$ cat src/rtl/sw_pkg.sv
package sw_pkg;

  typedef enum logic [2:0] {
    ST_IDLE    = 3'd0,
    ST_RST_LOW = 3'd1,
    ST_PRES    = 3'd2,
    ST_ROM     = 3'd3,
    ST_FN      = 3'd4
  } fe_state_t;

  function automatic logic rom_is_search(input logic [7:0] code);
    return (code == 8'hF0) || (code == 8'hEC);
  endfunction

  function automatic logic rom_is_valid(input logic [7:0] code);
    return (code == 8'h33) || (code == 8'h55) || (code == 8'hCC) || rom_is_search(code);
  endfunction

endpackage

$ cat src/rtl/sw_low_timer.sv
module sw_low_timer #(
  parameter int RESET_TICKS = 480
) (
  input  logic clk,
  input  logic rst_n,
  input  logic tick_i,
  input  logic line_i,
  output logic reset_hit_o
);
  localparam int CW = $clog2(RESET_TICKS + 1);

  logic [CW-1:0] low_cnt;

  always_ff @(posedge clk or negedge rst_n) begin
    if (!rst_n) begin
      low_cnt <= '0;
    end else if (line_i) begin
      low_cnt <= '0;
    end else if (tick_i && low_cnt != CW'(RESET_TICKS)) begin
      low_cnt <= low_cnt + 1'b1;
    end
  end

  assign reset_hit_o = !line_i && tick_i && (low_cnt == CW'(RESET_TICKS - 1));
endmodule

$ cat src/rtl/sw_presence_gen.sv
module sw_presence_gen #(
  parameter int PRES_WAIT = 30,
  parameter int PRES_LEN  = 120
) (
  input  logic clk,
  input  logic rst_n,
  input  logic tick_i,
  input  logic start_i,
  input  logic abort_i,
  output logic pull_o,
  output logic done_o
);
  localparam int MAXV = (PRES_WAIT > PRES_LEN) ? PRES_WAIT : PRES_LEN;
  localparam int PW   = $clog2(MAXV + 1);

  typedef enum logic [1:0] {PH_OFF, PH_WAIT, PH_DRIVE} phase_t;

  phase_t        phase;
  logic [PW-1:0] cnt;

  always_ff @(posedge clk or negedge rst_n) begin
    if (!rst_n) begin
      phase  <= PH_OFF;
      cnt    <= '0;
      done_o <= 1'b0;
    end else begin
      done_o <= 1'b0;
      if (abort_i) begin
        phase <= PH_OFF;
        cnt   <= '0;
      end else if (start_i) begin
        phase <= PH_WAIT;
        cnt   <= '0;
      end else if (tick_i) begin
        case (phase)
          PH_WAIT: begin
            if (cnt == PW'(PRES_WAIT - 1)) begin
              phase <= PH_DRIVE;
              cnt   <= '0;
            end else begin
              cnt <= cnt + 1'b1;
            end
          end
          PH_DRIVE: begin
            if (cnt == PW'(PRES_LEN - 1)) begin
              phase  <= PH_OFF;
              cnt    <= '0;
              done_o <= 1'b1;
            end else begin
              cnt <= cnt + 1'b1;
            end
          end
          default: cnt <= '0;
        endcase
      end
    end
  end

  assign pull_o = (phase == PH_DRIVE);
endmodule

$ cat src/rtl/sw_bit_sampler.sv
module sw_bit_sampler #(
  parameter int SAMPLE_TICKS = 30
) (
  input  logic clk,
  input  logic rst_n,
  input  logic tick_i,
  input  logic line_i,
  input  logic fall_i,
  input  logic en_i,
  input  logic abort_i,
  output logic bit_vld_o,
  output logic bit_val_o
);
  localparam int SW = $clog2(SAMPLE_TICKS + 1);

  logic          busy;
  logic [SW-1:0] cnt;

  always_ff @(posedge clk or negedge rst_n) begin
    if (!rst_n) begin
      busy      <= 1'b0;
      cnt       <= '0;
      bit_vld_o <= 1'b0;
      bit_val_o <= 1'b0;
    end else begin
      bit_vld_o <= 1'b0;
      if (abort_i) begin
        busy <= 1'b0;
        cnt  <= '0;
      end else if (!busy) begin
        if (fall_i && en_i) begin
          busy <= 1'b1;
          cnt  <= '0;
        end
      end else if (tick_i) begin
        if (cnt == SW'(SAMPLE_TICKS - 1)) begin
          busy      <= 1'b0;
          bit_vld_o <= 1'b1;
          bit_val_o <= line_i;
        end else begin
          cnt <= cnt + 1'b1;
        end
      end
    end
  end
endmodule

$ cat src/rtl/sw_slave_fe.sv
module sw_slave_fe #(
  parameter int RESET_TICKS  = 480,
  parameter int PRES_WAIT    = 30,
  parameter int PRES_LEN     = 120,
  parameter int SAMPLE_TICKS = 30
) (
  input  logic       clk,
  input  logic       rst_n,
  input  logic       tick_i,
  input  logic       line_i,
  output logic       pull_en_o,
  output logic       rom_stb_o,
  output logic [7:0] rom_cmd_o,
  output logic       fn_stb_o,
  output logic [7:0] fn_cmd_o
);
  import sw_pkg::*;

  fe_state_t  st;
  logic       line_q;
  logic       fall, rise;
  logic       reset_hit;
  logic       pres_start, pres_done;
  logic       bit_vld, bit_val;
  logic       byte_done;
  logic [7:0] byte_val;
  logic [6:0] byte_sr;
  logic [2:0] bit_idx;
  logic       rx_en;

  always_ff @(posedge clk or negedge rst_n) begin
    if (!rst_n) line_q <= 1'b1;
    else        line_q <= line_i;
  end

  assign fall       = line_q && !line_i;
  assign rise       = !line_q && line_i;
  assign rx_en      = (st == ST_ROM) || (st == ST_FN);
  assign pres_start = (st == ST_RST_LOW) && rise && !reset_hit;
  assign byte_val   = {bit_val, byte_sr};
  assign byte_done  = bit_vld && rx_en && (bit_idx == 3'd7);

  sw_low_timer #(.RESET_TICKS(RESET_TICKS)) u_low (
    .clk(clk), .rst_n(rst_n), .tick_i(tick_i), .line_i(line_i),
    .reset_hit_o(reset_hit)
  );

  sw_presence_gen #(.PRES_WAIT(PRES_WAIT), .PRES_LEN(PRES_LEN)) u_pres (
    .clk(clk), .rst_n(rst_n), .tick_i(tick_i), .start_i(pres_start),
    .abort_i(reset_hit), .pull_o(pull_en_o), .done_o(pres_done)
  );

  sw_bit_sampler #(.SAMPLE_TICKS(SAMPLE_TICKS)) u_smp (
    .clk(clk), .rst_n(rst_n), .tick_i(tick_i), .line_i(line_i),
    .fall_i(fall), .en_i(rx_en), .abort_i(reset_hit),
    .bit_vld_o(bit_vld), .bit_val_o(bit_val)
  );

  always_ff @(posedge clk or negedge rst_n) begin
    if (!rst_n) begin
      st        <= ST_IDLE;
      byte_sr   <= '0;
      bit_idx   <= '0;
      rom_stb_o <= 1'b0;
      rom_cmd_o <= '0;
      fn_stb_o  <= 1'b0;
      fn_cmd_o  <= '0;
    end else begin
      rom_stb_o <= 1'b0;
      fn_stb_o  <= 1'b0;
      if (reset_hit) begin
        st      <= ST_RST_LOW;
        bit_idx <= '0;
      end else begin
        case (st)
          ST_RST_LOW: if (rise) st <= ST_PRES;
          ST_PRES: if (pres_done) begin
            st      <= ST_ROM;
            bit_idx <= '0;
          end
          ST_ROM, ST_FN: if (bit_vld) begin
            byte_sr <= byte_val[7:1];
            bit_idx <= bit_idx + 1'b1;
            if (byte_done) begin
              if (st == ST_FN) begin
                fn_stb_o <= 1'b1;
                fn_cmd_o <= byte_val;
                st       <= ST_IDLE;
              end else if (rom_is_valid(byte_val)) begin
                rom_stb_o <= 1'b1;
                rom_cmd_o <= byte_val;
                st        <= rom_is_search(byte_val) ? ST_IDLE : ST_FN;
              end else begin
                st <= ST_IDLE;
              end
            end
          end
          default: ;
        endcase
      end
    end
  end
endmodule

$ cat config.mk
export PLATFORM = sky130hd
export DESIGN_NAME = sw_slave_fe
export DESIGN_NICKNAME = d
export VERILOG_FILES = /design/src/rtl/sw_pkg.sv /design/src/rtl/sw_low_timer.sv /design/src/rtl/sw_presence_gen.sv /design/src/rtl/sw_bit_sampler.sv /design/src/rtl/sw_slave_fe.sv
export SDC_FILE = /design/constraint.sdc
export NUM_CORES = 1
export LEC_CHECK = 0
export BUFFER_PORTS_ARGS = -buffer_cell sky130_fd_sc_hd__buf_4
export CAP_MARGIN = 20
export CELL_PAD_IN_SITES_DETAIL_PLACEMENT = 0
export CELL_PAD_IN_SITES_GLOBAL_PLACEMENT = 1
export CORE_UTILIZATION = 48
export CTS_CLUSTER_SIZE = 28
export DETAILED_ROUTE_END_ITERATION = 16
export GPL_TIMING_DRIVEN = 1
export HOLD_SLACK_MARGIN = 0.05
export PLACE_DENSITY_LB_ADDON = 0.1
export SYNTH_ARGS = -nofsm -noshare
export SYNTH_HDL_FRONTEND = slang
export SYNTH_SLANG_ARGS = --single-unit
$ cat constraint.sdc
create_clock -name clk -period 2.8 [get_ports clk]
set_input_delay 0.14 -clock clk [delete_from_list [all_inputs] [get_ports clk]]
set_output_delay 0.14 -clock clk [all_outputs]
set_load 0.02 [all_outputs]
==> run metrics, run 1 <==
status=finished, final reports clean; first-pass GRT wire length=9660 um; via count=2151; fmax=0.440 GHz; Unique masters post-synth=51; Worst setup SP type=flop; DRT Wirelength=5880 um; H-tree levels=3; Hold Crit Depth=3; Power Total=1.71 mW; syn_area_per_cell=11.2 um^2; Vias/cell=5.74; Critical R2R Capture=rom_cmd_o[0]; CTS tree=yes; clock tree buffer depth=2; Cell Area, Synth=2970 um^2; Most used DFF post-synth=dfrtp_1; Post-synth EDFFs=0; Final #Nets=309; Slew Limit Fails=0; Initial DRC Count=106; worst hold slack=0.143 ns; CTS resizes=0; post-synthesis register bit count=59; ys async rst share=1.00; placed cell count=357; I/O pin count=23; net count after synthesis=280; Yosys top cell area share=0.489; worst-margin pin slew=0.727 ns; number of port buffers=22; Fin Setup TNS=0 ns; Starting Density=0.498; proportion of layout cells with a drive suffix above 1=0.243; Tmin final=2.28 ns; top post-synthesis cells by count=dfrtp_1, mux2_2, nor2_1, o21ai_0, inv_1; final instance area=3420 um^2; TritonRoute pass-1 iters=4; final hold vios=0; crit path max fanout=12; worst hold path class=in2reg; sequential fraction of the synthesis area=0.498; Total GRT Usage=0.201; later-pin clock latency in the skew report=0.34 ns; synth warn=0; Clock Sinks=59; CTS Buf Count=9; max_slew headroom=0.515; die footprint=6500 um^2; RR Startpoint=u_low.low_cnt[0]; Post-DP Area=3200 um^2; flop2flop setup slack=0.52 ns; row cnt=28; vias in the first global route=1940; min-delay src=tick_i; Die Ht=80.6 um; Die Wd=80.6 um; CTS clk-pin slew, worst paths=0.07 ns; post-route antenna net violation count=0; wire per inst=15.7 um; final non-filler cell total=375; core area=5960 um^2; detailed placement HPWL=3940 um; area delta synth->final=15.2%; gr ovfl total=0; initial antenna violation count=0; Final Setup Violations=0; Worst Setup Path Type=reg2reg; Residual DRC=0; most numerous cell in the Yosys netlist=dfrtp_1; largest net degree at the start of global routing=60; Worst R2R Path Depth=5; Max Cap Viol=0; Root Driver=clkbuf_8; worst vdd ir=0.000338 V; Antenna diodes=0; GPL Wtd Cong=0.784; Syn Inst Count=266; Critical Path Sink Type=flop; Worst Hold End=u_pres.done_o; Critical Path RT=3.03 ns; RSZ-0062 raised after global routing=no; leak pwr=1.65 nW; area leader, netlist=dfrtp_1; top post-synthesis cells by area=dfrtp_1, mux2_2, ha_1; worst clock skew=0.00755 ns; Final Cycle Share=0.813; pwr/cell area=499 nW/um^2; fill count=541; Critical Path AT=2.50 ns
==> where the power goes <==
group | total [mW] | internal, mW | leakage [nW] | switching [mW]
sequential | 0.862 | 0.857 | 0.819 | 0.00518
clock | 0.795 | 0.435 | 0.102 | 0.361
combinational | 0.0484 | 0.0134 | 0.728 | 0.0349
total | 1.71 | 1.30 | 1.65 | 0.401
==> registers in the layout, indices dropped and copies added (netlist names), 3 cells and up <==
register	cells
u_low.low_cnt	9
bit_idx	3
fn_cmd_o	8
st	3
rom_cmd_o	8
byte_sr	7
u_pres.cnt	7
u_smp.cnt	5
==> what timing repair did <==
action	CTS	global route
setup buffers	0	0
endpoints found under the hold margin	59	0
hold buffers	2	0
==> layout by cell type (no fill, tap or decap), types with 2 or more instances in the layout <==
master	n
inv_1	13
a31oi_1	2
nand3b_1	3
xor2_1	6
clkinv_4	2
nand2_1	12
and2_1	2
a41oi_1	2
a2111o_1	2
mux2i_1	2
dfrtp_1	58
mux2_2	25
o2bb2ai_1	3
nand4_1	5
and4bb_2	2
and3_1	8
or3_1	3
a22o_1	9
nor2_1	19
o21ai_1	2
nand2b_1	9
mux2_1	2
ha_1	10
clkinv_2	2
a21o_1	3
buf_4	23
nor3_1	5
nand3_1	6
a21oi_1	8
or2_2	2
nor4bb_1	3
dlygate4sd3_1	2
o21ai_0	14
clkbuf_8	10
==> layout make-up <==
| type | count | area (um^2) | area share |
|---|---|---|---|
| Tap cell | 75 | 93.8 | 0.0275 |
| Sequential cell | 59 | 1480 | 0.432 |
| Timing Repair Buffer | 25 | 193 | 0.0564 |
| Clock buffer | 10 | 138 | 0.0403 |
| Multi-Input combinational cell | 187 | 1400 | 0.410 |
| Inverter | 13 | 48.8 | 0.0143 |
| Clock inverter | 6 | 65.1 | 0.0190 |
==> how the worst max path moves through the flow <==
| stage | start | to | cells after the start |
|---|---|---|---|
| final | u_low.low_cnt[0] | rom_cmd_o[0] | 5 |
| after global routing | u_low.low_cnt[0] | rom_cmd_o[5] | 5 |
| after CTS | u_low.low_cnt[0] | rom_cmd_o[0] | 5 |
| after detailed placement | u_low.low_cnt[0] | rom_cmd_o[1] | 5 |
| after global placement | u_low.low_cnt[0] | rom_cmd_o[1] | 5 |
| after floorplan | u_low.low_cnt[0] | rom_cmd_o[0] | 5 |
==> through the flow <==
| stage | setup WS [ns] | util |
|---|---|---|
| finish | 0.525 | 0.574 |
| global route | 0.416 | 0.574 |
| CTS | 0.526 | 0.574 |
| detailed placement | 0.537 | 0.537 |
| global placement | 0.593 | 0.537 |
| floorplan | 0.791 | - |
==> cells by family (layout without fill, tap and decap cells) <==
family	after synthesis	count (layout)	share of synthesized area
AOI/OAI and AO/OA	55	55	0.136
xor gates and xnor gates	7	7	0.0207
adders and majority gates	10	10	0.0422
DFF	59	59	0.498
buffers and inverters	20	54	0.0291
and+or+nand+nor	86	86	0.164
muxes	29	29	0.109
==> routing by layer <==
layer	vias up	GRT usage	routed length, um
li1	1041	-	-
met1	1071	0.284	3010
met2	28	0.284	2620
met3	11	0.0477	150
met4	0	0.102	111
met5	-	0	0
==> critical path, stage by stage, from the launching register on <==
cell and delay [ns]:
dfrtp_1 0.44, ha_1 0.27, and2_1 0.18, and4_4 0.23, a2111oi_4 0.65, mux2_2 0.40
Power figures use the tool's default switching activity.
==> run 2, diff against run 1 <==
--- a/config.mk
+++ b/config.mk
@@ -5,11 +5,12 @@
 export SDC_FILE = /design/constraint.sdc
 export NUM_CORES = 1
 export LEC_CHECK = 0
+export ABC_AREA = 1
 export BUFFER_PORTS_ARGS = -buffer_cell sky130_fd_sc_hd__buf_4
 export CAP_MARGIN = 20
 export CELL_PAD_IN_SITES_DETAIL_PLACEMENT = 0
 export CELL_PAD_IN_SITES_GLOBAL_PLACEMENT = 1
-export CORE_UTILIZATION = 48
+export CORE_UTILIZATION = 45
 export CTS_CLUSTER_SIZE = 28
 export DETAILED_ROUTE_END_ITERATION = 16
 export GPL_TIMING_DRIVEN = 1
==> constraint.sdc (replaced) <==
create_clock -name clk -period 2.2 [get_ports clk]
set_input_delay 0.11 -clock clk [delete_from_list [all_inputs] [get_ports clk]]
set_output_delay 0.11 -clock clk [all_outputs]
set_load 0.02 [all_outputs]
==> run 2 against run 1 <==
  * Non-clock buffer count shrank 1
  * First-iteration DRC count is 22% higher
  * Register-to-register slack worse by 0.10 ns
  * Worst setup slack worse by 0.10 ns
  * Critical endpoint is now fn_cmd_o[7]
  * Cell count increased by 46%
  * Die area up 15%
  * Combinational power rose to 18 times the previous value
  * Power rose by 83%
  * Sequential cell count did not move
  * Cell area grew 7.1%
  * Clock power rose by 23%
==> run metrics, run 2 <==
final instance area=3660 um^2 (+7.1%); leak pwr=1.91 nW (+16%); final non-filler cell total=547 (+46%); Vias/cell=4.76 (-17%); Worst R2R Path Depth=8 (+3); min-delay src=tick_i; worst clock skew=0.00775 ns (+0.000202 ns); I/O pin count=23 (unchanged); worst hold path class=in2reg; Max Cap Viol=0 (unchanged); net count after synthesis=432 (+54%); number of port buffers=22 (unchanged); Most used DFF post-synth=dfrtp_1; Fin Setup TNS=0 ns (unchanged); Antenna diodes=0 (unchanged); Unique masters post-synth=29 (-43%); Tmin final=1.78 ns (-0.497 ns); GPL Wtd Cong=0.811 (+3.4%); Critical Path RT=2.42 ns (-0.61 ns); detailed placement HPWL=4460 um (+13%); TritonRoute pass-1 iters=4 (unchanged); largest net degree at the start of global routing=60 (unchanged); Top reg by flops=u_low.low_cnt; Post-synth EDFFs=0 (unchanged); via count=2602 (+21%); row cnt=30 (+7.1%); area leader, netlist=dfrtp_1; fmax=0.562 GHz (+28%); Final Setup Violations=0 (unchanged); synth warn=0 (unchanged); most frequent cells in the layout=nand2_1, dfrtp_1, inv_1, nor2_1, nand3_1; syn_area_per_cell=7.68 um^2 (-31%); Worst Setup Path Type=reg2reg; crit path max fanout=16 (+4); max_slew headroom=0.499 (-0.0158); top post-synthesis cells by count=nand2_1, dfrtp_1, inv_1, nor2_1, nand3_1; Critical Path AT=2.00 ns (-0.50 ns); proportion of layout cells with a drive suffix above 1=0.120 (-0.124); status=finished, final reports clean; Final #Nets=461 (+49%); later-pin clock latency in the skew report=0.33 ns (about the same); Final Cycle Share=0.808 (-0.00422); CTS clk-pin slew, worst paths=0.07 ns (about the same); sequential fraction of the synthesis area=0.460 (-0.0380); commonest non-fill, non-tap cell in the layout=nand2_1; Hold Crit Depth=3 (unchanged); Starting Density=0.470 (-0.0280); Largest regs=u_low.low_cnt x9, fn_cmd_o x8, rom_cmd_o x8; vias in the first global route=2546 (+31%); CTS tree=yes; Die Wd=86.5 um (+7.3%); DRT Wirelength=6290 um (+6.9%); CTS Buf Count=9 (unchanged); met2 usage=0.324 (+0.0401); most numerous cell in the Yosys netlist=nand2_1; Syn Inst Count=418 (+57%); RR Startpoint=u_low.low_cnt[0]; top post-synthesis cells by area=dfrtp_1, nand2_1, inv_1; worst-margin pin slew=0.751 ns (+0.0237 ns); Critical Path Sink Type=flop; die footprint=7480 um^2 (+15%); Worst setup SP type=flop; worst setup path start=u_low.low_cnt[0]; Slew Limit Fails=0 (unchanged); Post-DP Area=3450 um^2 (+7.9%); GRT met3 Usage=0.0343 (-0.0134); final hold vios=0 (unchanged); Initial DRC Count=129 (+22%); H-tree levels=3 (unchanged); Die Ht=86.5 um (+7.3%); Largest register FFs=9 (unchanged); post-route antenna net violation count=0 (unchanged); Clock Sinks=59 (unchanged); GRT met1 Usage=0.259 (-0.0250); Root Driver=clkbuf_8; post-synthesis register bit count=59 (unchanged); worst vdd ir=0.000453 V (+34%); initial antenna violation count=0 (unchanged); clock tree buffer depth=2 (unchanged); Residual DRC=0 (unchanged); RSZ-0062 raised after global routing=no; busiest grt layer=met2; first-pass GRT wire length=11500 um (+19%); wire per inst=11.5 um (-27%); gr ovfl total=0 (unchanged); placed cell count=530 (+48%); Cell Area, Synth=3210 um^2 (+8.3%); Total GRT Usage=0.195 (-0.00558); CTS resizes=0 (unchanged); ys async rst share=1.00 (unchanged); core area=6830 um^2 (+15%); Yosys top cell area share=0.452 (-0.0374); area delta synth->final=14.0%; pwr/cell area=854 nW/um^2 (+71%)
-- run 2: cell count changes in the layout (fill, tap and decap cells not counted), sizes merged, moves of 5 or more --
cell    previous run  this run
nand2             12       138
inv               13        50
nand3              6        38
mux2              27         0
nor2              19        44
o21ai             16        35
a22o               9         0
nand2b             9         0
and3               8         0
nor3               5        10
-- run 2: critical path, stage by stage (launching register included) --
cell and delay, ns:
dfrtp_1 0.39, ha_1 0.19, nand3_1 0.11, nor2_2 0.17, nand2_2 0.21, nand2_1 0.37, inv_1 0.10, nand2_1 0.07
nand2_1 0.05
-- run 2: layer usage --
metal	routed length [um]	vias to the layer above	share of wire
li1	-	1390	-
met1	3180	1181	0.50
met2	2910	23	0.46
met3	124	8	0.020
met4	81	0	0.013
met5	0	-	0
-- run 2: logic make-up (layout without fill, tap and decap cells) --
| group | count (synthesis) | count (layout) | synth area share |
|---|---|---|---|
| flops | 59 | 59 | 0.460 |
| compound gates | 45 | 45 | 0.0740 |
| buf+inv | 56 | 89 | 0.0740 |
| simple gates | 242 | 242 | 0.337 |
| xor+xnor | 6 | 6 | 0.0164 |
| fa+ha+maj | 10 | 10 | 0.0390 |
-- run 2: power breakdown --
group | total (mW) | leakage [nW] | internal, mW | switching (mW)
Clock | 0.981 | 0.0995 | 0.578 | 0.403
Combinational | 0.865 | 1.04 | 0.317 | 0.549
Sequential | 1.28 | 0.766 | 1.18 | 0.102
-- run 2: layout make-up --
| class | count | area (um^2) |
|---|---|---|
| fillers | 671 | 3170 |
| multi-input cells | 303 | 1500 |
| flip-flops and latches | 59 | 1480 |
| inverters | 50 | 188 |
| repair buffers | 24 | 185 |
| clock buffers | 13 | 159 |
| well taps | 96 | 120 |
| clock inverters | 2 | 35.0 |
-- run 2: worst paths after layout --
check | end | slack, ns
setup reg to reg | fn_cmd_o[7] | 0.42
max in group asynchronous | fn_cmd_o[6] | 1.31
hold / removal | u_pres.done_o | 0.08
hold reg to reg | rom_cmd_o[2] | 0.47
setup / recovery | fn_cmd_o[7] | 0.42
min in group asynchronous | u_pres.cnt[0] | 0.37
-- run 2: stage by stage --
step,setup slack (ns),power [mW],hold slack (ns),utilization
floorplan,0.700,1.97,-0.186,-
global placement,0.465,2.16,0.232,0.505
detailed placement,0.423,2.16,0.237,0.505
CTS,0.394,3.17,0.0817,0.536
global route,0.128,3.36,0.0883,0.536
finish,0.422,3.13,0.0832,0.536
-- run 2: timing repair --
item,in CTS,in global routing
endpoints found under the hold margin,59,0
setup buffers,0,0
hold buffers,2,0
endpoints found under the setup margin,0,0
==> run 3, diff against run 2 <==
--- a/config.mk
+++ b/config.mk
@@ -5,12 +5,12 @@
 export SDC_FILE = /design/constraint.sdc
 export NUM_CORES = 1
 export LEC_CHECK = 0
-export ABC_AREA = 1
+export ABC_AREA = 0
 export BUFFER_PORTS_ARGS = -buffer_cell sky130_fd_sc_hd__buf_4
 export CAP_MARGIN = 20
 export CELL_PAD_IN_SITES_DETAIL_PLACEMENT = 0
 export CELL_PAD_IN_SITES_GLOBAL_PLACEMENT = 1
-export CORE_UTILIZATION = 45
+export CORE_UTILIZATION = 48
 export CTS_CLUSTER_SIZE = 28
 export DETAILED_ROUTE_END_ITERATION = 16
 export GPL_TIMING_DRIVEN = 1
==> constraint.sdc (replaced) <==
create_clock -name clk -period 1.68 [get_ports clk]
set_input_delay 0.084 -clock clk [delete_from_list [all_inputs] [get_ports clk]]
set_output_delay 0.084 -clock clk [all_outputs]
set_load 0.02 [all_outputs]
==> run 3 against run 2 <==
  * The flow now finishes with violations (setup timing)
  * Die area shrank 13%
  * Combinational power down 87%
  * Count of clock-buffer cells in the layout fell by 4
  * Sequential share of layout area decreased by 6.9 points
  * Power down 3.7%
  * Non-clock buffer count is 78 higher
  * Sequential cell count stayed put
  * Via count fell by 4.8%
  * Maximum frequency decreased by 6.1%
  * Global-route usage grew 4.7 points
  * Clock power is 49% higher
  * Highest routed layer unchanged
==> run metrics, run 3 (synthesized netlist as in run 1, its figures left out) <==
worst-margin pin slew=0.746 ns (-0.00468 ns); Vias/cell=5.47 (+15%); clock tree buffer depth=2 (unchanged); Initial DRC Count=76 (-41%); CTS clk-pin slew, worst paths=0.07 ns (about the same); leak pwr=2.14 nW (+12%); Residual DRC=0 (unchanged); Post-Place Worst Slack=-0.191 ns (-0.614 ns); GPL Wtd Cong=0.789 (-2.7%); final hold vios=0 (unchanged); wire per inst=16.4 um (+43%); first-pass GRT wire length=11700 um (+2.5%); max_slew headroom=0.502 (+0.00312); Final Setup Violations=41 (+41); CTS tree=yes; H-tree levels=3 (unchanged); Critical Path Sink Type=flop; RSZ-0062 raised after global routing=yes; Root Driver=clkbuf_8; Tmin final=1.89 ns (+0.115 ns); worst vdd ir=0.000563 V (+24%); worst clock skew=0.00850 ns (+0.000746 ns); Top reg by flops=u_low.low_cnt; Critical Path RT=1.90 ns (-0.52 ns); commonest non-fill, non-tap cell in the layout=buf_4; number of port buffers=22 (unchanged); Antenna diodes=0 (unchanged); post-route antenna net violation count=0 (unchanged); Worst setup SP type=flop; RR Startpoint=byte_sr[3]; Final #Nets=387 (-16%); min-delay src=tick_i; die footprint=6500 um^2 (-13%); TritonRoute pass-1 iters=4 (unchanged); Largest register FFs=9 (unchanged); I/O pin count=23 (unchanged); fmax=0.528 GHz (-6.1%); Total GRT Usage=0.242 (+0.0466); Clock Sinks=59 (unchanged); worst hold slack=0.172 ns (+0.0892 ns); buffers and inverters on the worst path=1 (unchanged); detailed placement HPWL=4530 um (+1.6%); CTS Buf Count=9 (unchanged); status=complete, but fails checks; crit path max fanout=8 (-8); flop2flop setup slack=-0.21 ns (-0.64 ns); fill count=417 (-38%); most frequent cells in the layout=buf_4, dfrtp_1, nor2_1, mux2_4, inv_1; Hold Crit Depth=4 (+1); Max Cap Viol=0 (unchanged); initial antenna violation count=0 (unchanged); Critical R2R Capture=rom_cmd_o[3]; Worst Hold End=u_low.low_cnt[5]; Slew Limit Fails=0 (unchanged); worst hold path class=in2reg; largest net degree at the start of global routing=60 (unchanged); Final Cycle Share=1.13 (+0.319); DRT Wirelength=7430 um (+18%); CP cell instances=nand2b_4, o21ai_2, nand2_2, a2111oi_4, buf_6, mux2_4; row cnt=28 (-6.7%); Post-DP Area=3670 um^2 (+6.5%); crit path max-delay cell type=dfrtp_1; Die Wd=80.6 um (-6.8%); pwr/cell area=679 nW/um^2 (-20%); Starting Density=0.498 (+0.0280); core area=5960 um^2 (-13%); Critical Path AT=2.12 ns (+0.12 ns); Worst Slack Setup Final=-0.214 ns (-0.635 ns); area delta synth->final=49.4%; Die Ht=80.6 um (-6.8%); Largest regs=u_low.low_cnt x9, fn_cmd_o x8, rom_cmd_o x8; worst setup path start=byte_sr[3]; failing checks=setup timing; proportion of layout cells with a drive suffix above 1=0.519 (+0.399); Worst Setup Path Type=reg2reg; final instance area=4430 um^2 (+21%); CP Depth=6 (-2); Worst R2R Path Depth=6 (-2); vias in the first global route=2447 (-3.9%); later-pin clock latency in the skew report=0.34 ns (about the same); gr ovfl total=0 (unchanged); via count=2477 (-4.8%); worst stage delay on the critical path=0.43 ns (+0.04 ns); final core utilization=0.744 (+0.208); crit-path leading delay family=compound AO/OA/AOI/OAI gates
## run 3: routing by layer
metal,part of all wire,global-route usage,vias to the layer above
li1,-,-,1191
met5,0,0,-
met4,0.015,0.118,0
met1,0.48,0.336,1236
met3,0.030,0.0386,13
met2,0.47,0.364,37
## run 3: how the worst max path moves through the flow
stage,to,slack [ns]
2_1_floorplan,rom_cmd_o[0],-0.20
3_3_place_gp,u_smp.cnt[4],-0.17
3_5_place_dp,rom_cmd_o[4],-0.19
4_1_cts,rom_cmd_o[4],-0.16
5_1_grt,rom_cmd_o[3],-0.28
6_report,rom_cmd_o[3],-0.21
## run 3: final cells by class
type | count | area (um^2) | share of cell area
clock buffers | 9 | 124 | 0.0280
clock inverters | 7 | 100 | 0.0226
inverters | 13 | 48.8 | 0.0110
multi-input cells | 188 | 1770 | 0.399
flip-flops and latches | 59 | 1480 | 0.335
well taps | 75 | 93.8 | 0.0212
repair buffers | 102 | 815 | 0.184
## run 3: metrics by stage
step / power, mW / std cells / setup TNS [ns]
2_1_floorplan: 1.50 / 266 / -2.06
3_3_place_gp: 1.56 / 414 / -3.63
3_5_place_dp: 1.56 / 414 / -4.28
4_1_cts: 3.04 / 446 / -2.49
5_1_grt: 3.11 / 453 / -6.92
6_report: 3.01 / 453 / -3.53
## run 3: repair_timing
| item | in CTS | in global routing |
|---|---|---|
| endpoints found under the setup margin | 40 | 46 |
| pin swaps | 14 | 20 |
| resized for setup | 48 | 35 |
| setup buffers | 12 | 7 |
| gates cloned | 1 | 0 |
| hold buffers | 3 | 0 |
| hold endpoints to repair | 68 | 0 |
## run 3: worst reg2reg max path: stages, from the launching register on
cell,delay (ns)
dfrtp_1,0.43
nand2b_4,0.17
o21ai_2,0.16
nand2_2,0.10
a2111oi_4,0.38
buf_6,0.22
mux2_4,0.31
## run 3: power breakdown
group	internal (mW)	leakage (nW)	switching (mW)	total, mW
registers	1.43	0.812	0.00519	1.43
clock network	0.845	0.114	0.616	1.46
logic	0.0406	1.21	0.0758	0.116
total	2.31	2.14	0.697	3.01
